**src/rtl/scr_pkg.sv**
```systemverilog
package scr_pkg;

    localparam int          SCR_DW   = 32;
    localparam int          SCR_LW   = 16;
    localparam logic [15:0] SCR_POLY = 16'hA011;
    localparam logic [15:0] SCR_SEED = 16'hFFFF;

    typedef struct packed {
        logic              sof;
        logic              vld;
        logic              prim;
        logic [SCR_DW-1:0] data;
    } scr_beat_t;

    // One Galois step of the register.
    function automatic logic [SCR_LW-1:0] lfsr_step(input logic [SCR_LW-1:0] s);
        return {s[SCR_LW-2:0], 1'b0} ^ (s[SCR_LW-1] ? SCR_POLY : '0);
    endfunction

    // Mask produced by the seed, used by the checker.
    function automatic logic [SCR_DW-1:0] seed_mask();
        logic [SCR_LW-1:0] s;
        logic [SCR_DW-1:0] m;
        s = SCR_SEED;
        m = '0;
        for (int i = 0; i < SCR_DW; i++) begin
            m[i] = s[SCR_LW-1];
            s    = lfsr_step(s);
        end
        return m;
    endfunction

endpackage

```
**src/rtl/scr_lfsr_step.sv**
```systemverilog
module scr_lfsr_step #(
    parameter int                LW   = 16,
    parameter logic [LW-1:0]     POLY = 16'hA011
) (
    input  logic [LW-1:0] cur_s,
    output logic [LW-1:0] nxt_s,
    output logic          out_bit
);
    always_comb begin
        out_bit = cur_s[LW-1];
        nxt_s   = {cur_s[LW-2:0], 1'b0} ^ (cur_s[LW-1] ? POLY : '0);
    end
endmodule

```
**src/rtl/scr_mask_gen.sv**
```systemverilog
module scr_mask_gen #(
    parameter int            LW   = 16,
    parameter int            DW   = 32,
    parameter logic [LW-1:0] POLY = 16'hA011
) (
    input  logic [LW-1:0] start_s,
    output logic [DW-1:0] mask,
    output logic [LW-1:0] end_s
);
    logic [LW-1:0] chain [0:DW];

    assign chain[0] = start_s;

    for (genvar i = 0; i < DW; i++) begin : g_step
        scr_lfsr_step #(.LW(LW), .POLY(POLY)) u_step (
            .cur_s  (chain[i]),
            .nxt_s  (chain[i+1]),
            .out_bit(mask[i])
        );
    end

    assign end_s = chain[DW];
endmodule

```
**src/rtl/scr_seq_ctl.sv**
```systemverilog
module scr_seq_ctl #(
    parameter int            LW   = 16,
    parameter logic [LW-1:0] SEED = 16'hFFFF
) (
    input  logic          clk,
    input  logic          rst,
    input  logic          sof,
    input  logic          adv,
    input  logic [LW-1:0] adv_s,
    output logic [LW-1:0] eff_s,
    output logic [LW-1:0] lfsr_q
);
    assign eff_s = sof ? SEED : lfsr_q;

    always_ff @(posedge clk) begin
        if (rst)      lfsr_q <= SEED;
        else if (adv) lfsr_q <= adv_s;
        else          lfsr_q <= eff_s;
    end
endmodule

```
**src/rtl/scr_dword_top.sv**
```systemverilog
module scr_dword_top
    import scr_pkg::*;
#(
    parameter int            DW   = SCR_DW,
    parameter int            LW   = SCR_LW,
    parameter logic [LW-1:0] POLY = SCR_POLY,
    parameter logic [LW-1:0] SEED = SCR_SEED
) (
    input  logic          clk,
    input  logic          rst,
    input  logic          in_sof,
    input  logic          in_vld,
    input  logic          in_prim,
    input  logic [DW-1:0] in_dword,
    output logic          out_vld,
    output logic [DW-1:0] out_dword
);
    logic          is_data;
    logic [LW-1:0] eff_s;
    logic [LW-1:0] adv_s;
    logic [LW-1:0] lfsr_q;
    logic [DW-1:0] mask;

    assign is_data = in_vld & ~in_prim;

    scr_seq_ctl #(.LW(LW), .SEED(SEED)) u_ctl (
        .clk   (clk),
        .rst   (rst),
        .sof   (in_sof),
        .adv   (is_data),
        .adv_s (adv_s),
        .eff_s (eff_s),
        .lfsr_q(lfsr_q)
    );

    scr_mask_gen #(.LW(LW), .DW(DW), .POLY(POLY)) u_mask (
        .start_s(eff_s),
        .mask   (mask),
        .end_s  (adv_s)
    );

    always_ff @(posedge clk) begin
        if (rst) begin
            out_vld   <= 1'b0;
            out_dword <= '0;
        end else begin
            out_vld <= in_vld;
            if (in_vld)
                out_dword <= is_data ? (in_dword ^ mask) : in_dword;
        end
    end
endmodule

```
**config.mk**
```make
export PLATFORM = sky130hd
export DESIGN_NAME = scr_dword_top
export DESIGN_NICKNAME = d
export VERILOG_FILES = /design/src/rtl/scr_pkg.sv /design/src/rtl/scr_lfsr_step.sv /design/src/rtl/scr_mask_gen.sv /design/src/rtl/scr_seq_ctl.sv /design/src/rtl/scr_dword_top.sv
export SDC_FILE = /design/constraint.sdc
export NUM_CORES = 1
export LEC_CHECK = 0
export BUFFER_PORTS_ARGS = -buffer_cell sky130_fd_sc_hd__buf_2
export CAP_MARGIN = 10
export CELL_PAD_IN_SITES_DETAIL_PLACEMENT = 0
export CELL_PAD_IN_SITES_GLOBAL_PLACEMENT = 1
export CORE_MARGIN = 1.5
export CORE_UTILIZATION = 29
export CTS_CLUSTER_SIZE = 28
export DETAILED_ROUTE_END_ITERATION = 10
export PLACE_DENSITY_LB_ADDON = 0.1
export SYNTH_ARGS = -nofsm -noshare
export SYNTH_HDL_FRONTEND = slang
export SYNTH_SLANG_ARGS = --single-unit
```
**constraint.sdc**
```tcl
create_clock -name clk -period 4.26 [get_ports clk]
set_input_delay 0.426 -clock clk [delete_from_list [all_inputs] [get_ports clk]]
set_output_delay 0.426 -clock clk [all_outputs]
set_load 0.05 [all_outputs]
```
# Word-level counts from Yosys, hierarchy flattened
# Index checks and enable logic that the tools add are counted.
word_totals:
  ff_bits: 49
  latch_bits: 0
  mem_bits_rw: 0
  romBits: 0
  output_inout_bits: 33
  wordCells: 73
  mem_count: 0
op_classes:
  add_sub_neg: 0
  n_mul: 0
  div_mod_pow: 0
  order_cmp: 0
  eq_ne: 0
  shifts: 0
  muxes: 35
  bitwise: 35
  n_reduce_logical: 0
op_table:
  columns: ["cell", "n"]
  rows:
  - ["16-bit 2-to-1 mux", 34]
  - ["16-bit XOR", 32]
  - ["32-bit 2-to-1 mux", 1]
  - ["32-bit XOR", 1]
  - ["1-bit bitwise AND", 1]
  - ["1-bit NOT", 1]

# Depth between registers and ports, before layout
# Gate-level depths: netlist (run 1).
depth:
  word_depth: 66
  mapped_depth: 11
  ltp_nobuf: 9

# Hierarchy
# A second synthesis (run 1) with hierarchy kept.
hier_totals:
  cells_unflattened: 847
  hier_area_um2: 7153.1
modules_own_cells:
  columns: ["module", "instances", "cells_per_inst", "area_each_um2", "seq_area_each_um2"]
  rows:
  - ["scr_lfsr_step", 32, 17, 131.4, 0.0]
  - ["scr_dword_top", 1, 216, 2139.6, 660.6]
  - ["scr_seq_ctl", 1, 87, 809.5, 320.3]

# Worst setup path after synthesis (run 1)
# Ideal clock, no wire load.
synth_timing:
  path_type: "reg2reg"
  from: "reg u_ctl.lfsr_q[14]"
  to: "reg u_ctl.lfsr_q[13]"
  setup_ns: 0.134
  arrival_ns: 3.403
  required_ns: 4.126
  slack_ns: 0.723
  path_stages_with_launch: 11
  n_path_buf: 1
  cell_sequence: "dfxtp_1 -> buf_6 -> xor3_2 -> xnor2_1 -> nor2_4 -> xnor3_2 -> xnor3_2 -> xnor3_1 -> xnor3_2 -> and3_1 -> or4_1"
synth_between:
  elab_chain_len: 65
synth_lines:
  columns: ["element", "line", "rtl"]
  rows:
  - ["start: declaration", "scr_seq_ctl.sv:11", "output logic [LW-1:0] lfsr_q"]
  - ["start signal: assignment", "scr_seq_ctl.sv:17", "else if (adv) lfsr_q <= adv_s;"]
  - ["start signal: assignment", "scr_seq_ctl.sv:18", "else lfsr_q <= eff_s;"]
  - ["16-bit 2-to-1 mux *", "scr_seq_ctl.sv:13", "assign eff_s = sof ? SEED : lfsr_q;"]
  - ["16-bit XOR *", "scr_lfsr_step.sv:11", "nxt_s = {cur_s[LW-2:0], 1'b0} ^ (cur_s[LW-1] ? POLY : '0);"]
  - ["16-bit 2-to-1 mux *", "scr_lfsr_step.sv:11", null]
  - ["16-bit XOR *", "scr_lfsr_step.sv:11", null]
  - ["16-bit 2-to-1 mux", "scr_lfsr_step.sv:11", null]
  - ["16-bit XOR *", "scr_lfsr_step.sv:11", null]
  - ["16-bit 2-to-1 mux", "scr_lfsr_step.sv:11", null]
  - ["16-bit XOR *", "scr_lfsr_step.sv:11", null]
  - ["(+49 left out)", null, null]
  - ["16-bit XOR *", "scr_lfsr_step.sv:11", null]
  - ["16-bit 2-to-1 mux", "scr_lfsr_step.sv:11", null]
  - ["16-bit XOR *", "scr_lfsr_step.sv:11", null]
  - ["16-bit 2-to-1 mux", "scr_lfsr_step.sv:11", null]
  - ["16-bit XOR *", "scr_lfsr_step.sv:11", null]
  - ["16-bit 2-to-1 mux", "scr_lfsr_step.sv:11", null]
  - ["16-bit XOR *", "scr_lfsr_step.sv:11", null]
  - ["16-bit 2-to-1 mux *", "scr_seq_ctl.sv:17", null]
# Mark *: on every way between the ends. The rest lies on a longest branch, timed or not.
# A chain may end at the register's enable or synchronous reset.

# Final worst setup path (run 1)
# Ends and elaborated chain as after synthesis.

==> results of run 1 <==
layout make-up:
type	instances	share of cell area, %
clock inverter	1	0.650
clock buffer	7	3.09
inverter	3	0.244
timing repair buffer	83	9.75
multi-input combinational	330	60.3
tap	176	4.77
sequential	49	21.2
synthesized netlist by cell type, types with 4 or more instances:
| cell type | n | area, um2 |
|---|---|---|
| nor3_1 | 13 | 65.1 |
| a211oi_1 | 12 | 90.1 |
| o21ai_0 | 22 | 110 |
| nand2_1 | 6 | 22.5 |
| a311oi_1 | 19 | 166 |
| or3_1 | 22 | 138 |
| xnor2_1 | 62 | 543 |
| or2_2 | 7 | 43.8 |
| xor2_1 | 27 | 236 |
| clkbuf_1 | 26 | 97.6 |
| xnor3_2 | 6 | 143 |
| buf_2 | 4 | 20.0 |
| a21oi_1 | 7 | 35.0 |
| nor2_1 | 69 | 259 |
| xnor3_1 | 25 | 563 |
| dfxtp_1 | 49 | 981 |
worst min path at each step:
stage	endpoint	depth (start not counted)
final	out_dword[14]$_SDFFE_PP0P_	2
after global routing	out_dword[14]$_SDFFE_PP0P_	2
after CTS	out_dword[14]$_SDFFE_PP0P_	2
after detailed placement	out_dword[29]$_SDFFE_PP0P_	2
after global placement	out_dword[0]$_SDFFE_PP0P_	2
after floorplan	u_ctl.lfsr_q[12]$_SDFF_PP1_	1
stage by stage:
stage	hold WS (ns)	cell area, um2
2_1_floorplan	0.500	3920
3_3_place_gp	0.471	4450
3_5_place_dp	0.475	4450
4_1_cts	0.363	4620
5_1_grt	0.363	4620
6_report	0.367	4620
sequential cells by signal (all words and copies together), names as in the netlist:
name and flops:
out_vld 1, out_dword 32, u_ctl.lfsr_q 16
placed cells by master (no fill, tap or decap), types with 3 or more instances in the layout:
cell type / count
inv_1: 3
xnor2_2: 3
nor3_1: 13
o31a_1: 3
xor2_1: 27
xnor3_1: 25
a211oi_1: 12
a311oi_1: 19
buf_4: 14
or2_2: 7
dfxtp_1: 49
xnor2_1: 62
nand2_1: 6
buf_2: 69
or3_1: 22
xnor3_2: 6
a21oi_1: 7
clkbuf_16: 5
o21ai_0: 22
nor2_1: 69
routing by layer:
| metal | GRT usage (%) | vias to the layer above |
|---|---|---|
| met2 | 28.3 | 57 |
| met4 | 2.71 | 0 |
| li1 | - | 1544 |
| met1 | 23.9 | 1484 |
| met5 | 0 | - |
| met3 | 3.11 | 7 |
cell families (layout without fill, tap and decap cells):
family / count (synthesis) / after routing
and+or+nand+nor: 130 / 130
xor gates and xnor gates: 128 / 128
AOI/OAI and AO/OA: 71 / 71
DFF: 49 / 49
buffers and inverters: 36 / 94
muxes: 1 / 1
==> flow_summary.toml, run 1 <==
[sta]
worst_slack_ns = 0.268
finalSetupViolations = 0
max-slew-margin-rel_pct = 32.5
hold_viol_final = 0
skew_ns = 0.00401
max_freq_mhz = 250
grt_setup_unrepaired = "false"
slew_viol_final = 0
finalCriticalPeriod_ns = 3.99
post-route-period-util_pct = 93.7
setup_tns_ns = 0
worst_slew_pin_slew_ns = 1.01

[worst_setup_path]
setup.worst_path.start_class = "flip-flop"
cp.arrival_ns = 4.16
crit_path_end_kind = "flip-flop"
reg2reg_depth = 9
crit_slowest_cell = "xnor3_2"
timing.critical_path.mode_cell = "xnor3_2"
reg2reg_from = "u_ctl.lfsr_q[14]$_SDFF_PP1_"
critPathMaxStageDelay_ns = 0.60
ff2ff_setup_slack_ns = 0.27
cp_num_buf_inv = 0
crit_family = "XOR/XNOR gates"
cp_max_fo = 7
crit_type = "reg -> reg"
required_ns = 4.43
r2r_end = "u_ctl.lfsr_q[13]$_SDFF_PP1_"
cp.depth = 9
cp-startpoint = "u_ctl.lfsr_q[14]$_SDFF_PP1_"
worstSetupEndpoint = "u_ctl.lfsr_q[13]$_SDFF_PP1_"
path_cells = "xnor3_2 -> xnor2_2 -> and2_1 -> xnor3_2 -> xor3_1 -> xnor3_1 -> xor2_1 -> and3_1 -> or4_1"

[final_layout]
seq_area_um2 = 981
fillers = 1383
diodes = 0
multiInputGateArea_um2 = 2780
final_core_util_pct = 35.0
final_nets = 509
syn_to_final_growth_pct = 17.8
drive_gt1_share_pct = 24.1
instances_no_fill = 649

[route]
wire_per_inst_um = 18.3
vias_per_cell = 4.76
num_vias = 3092
routed-wl-met3_um = 444
first_pass_iters = 4
wl_met1_mm = 5.78
drtIter0Drc = 217
drtAntennaViolNets = 0
routed_wl_mm = 11.9
drc_errors = 0
dr_wl_met2_mm = 5.60
top_layer_used = "met4"

[die]
rows = 42
start_util_pct = 29.7
fp.dieH_um = 119
coreArea_um2 = 13200
dieArea_um2 = 14200
die_x_um = 119
pin_count = 70

[synthesis]
synth-xor-area-share_pct = 42.1
ys_warn_count = 0
synth_compound_area_share_pct = 12.6
synthArstFlopShare_pct = 0
netlist_area_um2 = 3920
synth_top_family_by_area = "XOR/XNOR gates"
ys_seq_area_share_pct = 25.0
synth_edf_count = 0
syn_inst = 415
synthFlopType = "dfxtp_1"
synth_fp_nets = 452
synth.avg_cell_area_um2 = 9.44
muxShareOfSynthArea_pct = 0.287
ys_ff_latch = 49
synthAdderAreaFrac_pct = 0
ys_types = 40
synth-simple-area-share_pct = 16.0

[cts]
hold_buffers = 0
numCtsBuffers = 5
clock-sinks = 49
cts_tree = "yes"
cts_resized = 0
clk_path_buf_depth = 2
cts_root_buf = "clkbuf_16"
postCtsSetupRepairBufs = 0
path_clk_slew_ns = 0.07
clock_latency_ns = 0.29
htreeDepth = 2

[place]
gp_congestion = 0.831
dpl.hpwl_mm = 9.18
port_buffers = 69
post-place-ws_ns = 0.299
placed_cells = 641

[hold_path]
hp-start = "in_dword[14]"
hold_path_class = "in -> reg"

[run]
cap_violations = 0

[global_route]
grt_max_degree = 52
antenna_found_initial = 0
grt_pass1_wl_mm = 18.3
globalRoute.totalOverflow = 0
grt_usage_pct = 17.2
grt_pass1_vias = 2953

[status]
outcome = "complete, no violations"
Power of run 1 is left out: the tool's default activity adds up to more than one toggle a clock period on the data nets, which glitch-free logic cannot reach.
==> run 2: changes to the inputs <==
--- a/config.mk
+++ b/config.mk
@@ -7,7 +7,7 @@
 export LEC_CHECK = 0
 export BUFFER_PORTS_ARGS = -buffer_cell sky130_fd_sc_hd__buf_2
 export CAP_MARGIN = 10
-export CELL_PAD_IN_SITES_DETAIL_PLACEMENT = 0
+export CELL_PAD_IN_SITES_DETAIL_PLACEMENT = 1
 export CELL_PAD_IN_SITES_GLOBAL_PLACEMENT = 1
 export CORE_MARGIN = 1.5
 export CORE_UTILIZATION = 29
@@ -16,4 +16,5 @@
 export PLACE_DENSITY_LB_ADDON = 0.1
 export SYNTH_ARGS = -nofsm -noshare
 export SYNTH_HDL_FRONTEND = slang
+export SYNTH_HIERARCHICAL = 1
 export SYNTH_SLANG_ARGS = --single-unit
==> run 2 against run 1 <==
Effect of this change: the run now ends with negative setup slack left; non-clock buffer count increased by 111; critical path depth increased by 30; die area increased by 80%; via count increased by 10%; hold slack improved by 0.11 ns; global-route usage decreased by 6.1 points; synthesized area increased by 83%; highest routed layer unchanged.
==> flow_summary.toml, run 2 <==
[status]
outcome = "finished with violations"
violations = "negative setup slack"

[final_layout]
final_nets = 610
drive_gt1_share_pct = 56.1
layout_common_cells = "buf_4, buf_2, dfxtp_1, xor2_1, nor2_1"
layout_commonest_cell = "buf_4"
regMostFlops = "out_dword"
instances_no_fill = 898
syn_to_final_growth_pct = -9.31
largest_reg_flops = 32
diodes = 0
largest_registers = "out_dword x32, u_ctl/lfsr_q x16, out_vld x1"

[worst_setup_path]
cp_max_fo = 6
cp_num_buf_inv = 4
cp.arrival_ns = 8.58
timing.critical_path.mode_cell = "xor2_4"
setup.worst_path.start_class = "input port"
crit_slowest_cell = "xor2_4"
crit_family = "XOR/XNOR gates"
crit_path_end_kind = "flip-flop"
crit_type = "in -> reg"
required_ns = 4.50
critPathMaxStageDelay_ns = 0.28

[run]
cap_violations = 0

[cts]
htreeDepth = 2
cts_tree = "yes"
hold_buffers = 0
numCtsBuffers = 5
clk_path_buf_depth = 2
clock-sinks = 49
cts_root_buf = "clkbuf_16"
clock_latency_ns = 0.31
path_clk_slew_ns = 0.08

[synthesis]
synth_top_area_share_pct = 47.3
synth_commonest_cells = "buf_4, xor2_1, dfxtp_1"
ys_types = 18
syn_inst = 847
synthFlopType = "dfxtp_1"
ys_ff_latch = 49
synth.avg_cell_area_um2 = 8.45
netlist_area_um2 = 7150
ys_warn_count = 6
yosysTopAreaCell = "buf_4"
synth_fp_nets = 884
synth_edf_count = 0
synthArstFlopShare_pct = 0
netlist_top_cells_area = "buf_4, dfxtp_1, xor2_1, a2111oi_2, and4b_1"
synth.most_common_cell = "buf_4"
ys_seq_area_share_pct = 13.7

[route]
num_vias = 3405
dr_wl_met2_mm = 6.58
vias_per_cell = 3.79
wl_met1_mm = 6.60
routed-wl-met3_um = 292
drc_errors = 0
top_layer_used = "met4"
drtIter0Drc = 89
first_pass_iters = 4
wire_per_inst_um = 15.2
drtAntennaViolNets = 0
routed_wl_mm = 13.6

[sta]
worst_slack_ns = -4.08
post-route-period-util_pct = 196
max_freq_mhz = 120
finalCriticalPeriod_ns = 8.34
slew_viol_final = 0
max-slew-margin-rel_pct = 24.7
grt_setup_unrepaired = "true"
finalSetupViolations = 35
worst_slew_pin_slew_ns = 1.13
skew_ns = 0.00513
hold_viol_final = 0

[global_route]
globalRoute.totalOverflow = 0
grt_pass1_vias = 3743
antenna_found_initial = 0
grt_pass1_wl_mm = 21.9
grt_usage_pct = 11.1
grt_max_degree = 65

[die]
start_util_pct = 29.5
pin_count = 70
dieArea_um2 = 25600
coreArea_um2 = 24200
fp.dieH_um = 160
die_x_um = 160
rows = 57

[hold_path]
hold_path_class = "in -> reg"

[place]
placed_cells = 859
dpl.hpwl_mm = 10.2
port_buffers = 69
gp_congestion = 0.691
-- run 2: cell types whose count changed in the layout (fill, tap and decap cells not counted), moves of 28 or more --
cell,delta
buf_4,+79
nor2b_1,+34
xnor2_1,-62
xor2_4,+33
buf_6,+28
and4b_1,+32
-- run 2: logic make-up (layout without fill, tap and decap cells) --
kind of cell              Yosys count  after routing  synth area share (%)
and+or+nand+nor                   163            163                  15.6
buffers and inverters             491            218                  50.6
AOI/OAI and AO/OA                  48             48                  8.36
xor gates and xnor gates           96             96                  11.8
DFF                                49             49                  13.7
-- run 2: area by class of cell --
type | count | area [um2]
clock buffer | 5 | 125
clock inverter | 3 | 22.5
fill | 2782 | 17800
inverter | 16 | 62.6
multi-input combinational | 307 | 3470
sequential | 49 | 982
tap | 324 | 405
timing repair buffer | 194 | 1420
-- run 2: timing repair --
item	CTS	global route
setup buffers	22	14
resized for setup	48	34
pin swaps	20	20
setup endpoints to repair	36	36
-- run 2: per-stage QoR --
step / utilization [%] / setup slack, ns / TNS [ns] / hold slack, ns / area [um2]
after CTS: 25.5 / -4.18 / -102.90 / 0.457 / 6190
after global routing: 26.8 / -4.58 / -112.38 / 0.474 / 6490
after floorplan: - / -5.71 / -144.14 / 0.456 / 7860
after global placement: 23.3 / -4.55 / -114.13 / 0.474 / 5640
final: 26.8 / -4.08 / -98.71 / 0.475 / 6490
after detailed placement: 23.3 / -4.66 / -116.43 / 0.476 / 5640
-- run 2: metal layers --
layer,vias up,global-route usage (%)
li1,1666,-
met1,1686,15.0
met2,46,18.5
met3,7,1.84
met4,0,2.55
met5,-,0
-- run 2: worst register-to-register path, delay by kind of cell, from the launching register on --
kind                      cells  cell delay (ns)
DFF                           1             0.33
xor gates and xnor gates     32             7.44
and+or+nand+nor               2             0.17
buffers and inverters         2             0.22
AOI/OAI and AO/OA             1             0.14
-- run 2: worst paths after layout --
check,from,end,slack (ns),cells past startpoint
worst max register to register,u_ctl/lfsr_q[15]$_SDFF_PP1_,u_ctl/lfsr_q[13]$_SDFF_PP1_,-4.08,37
worst min register to register,u_ctl/lfsr_q[12]$_SDFF_PP1_,u_ctl/lfsr_q[12]$_SDFF_PP1_,0.51,2
worst min-delay path,in_dword[20],out_dword[20]$_SDFFE_PP0P_,0.48,3
worst max-delay path,in_sof,u_ctl/lfsr_q[13]$_SDFF_PP1_,-4.08,39
Power of run 2 is left out for the same reason.
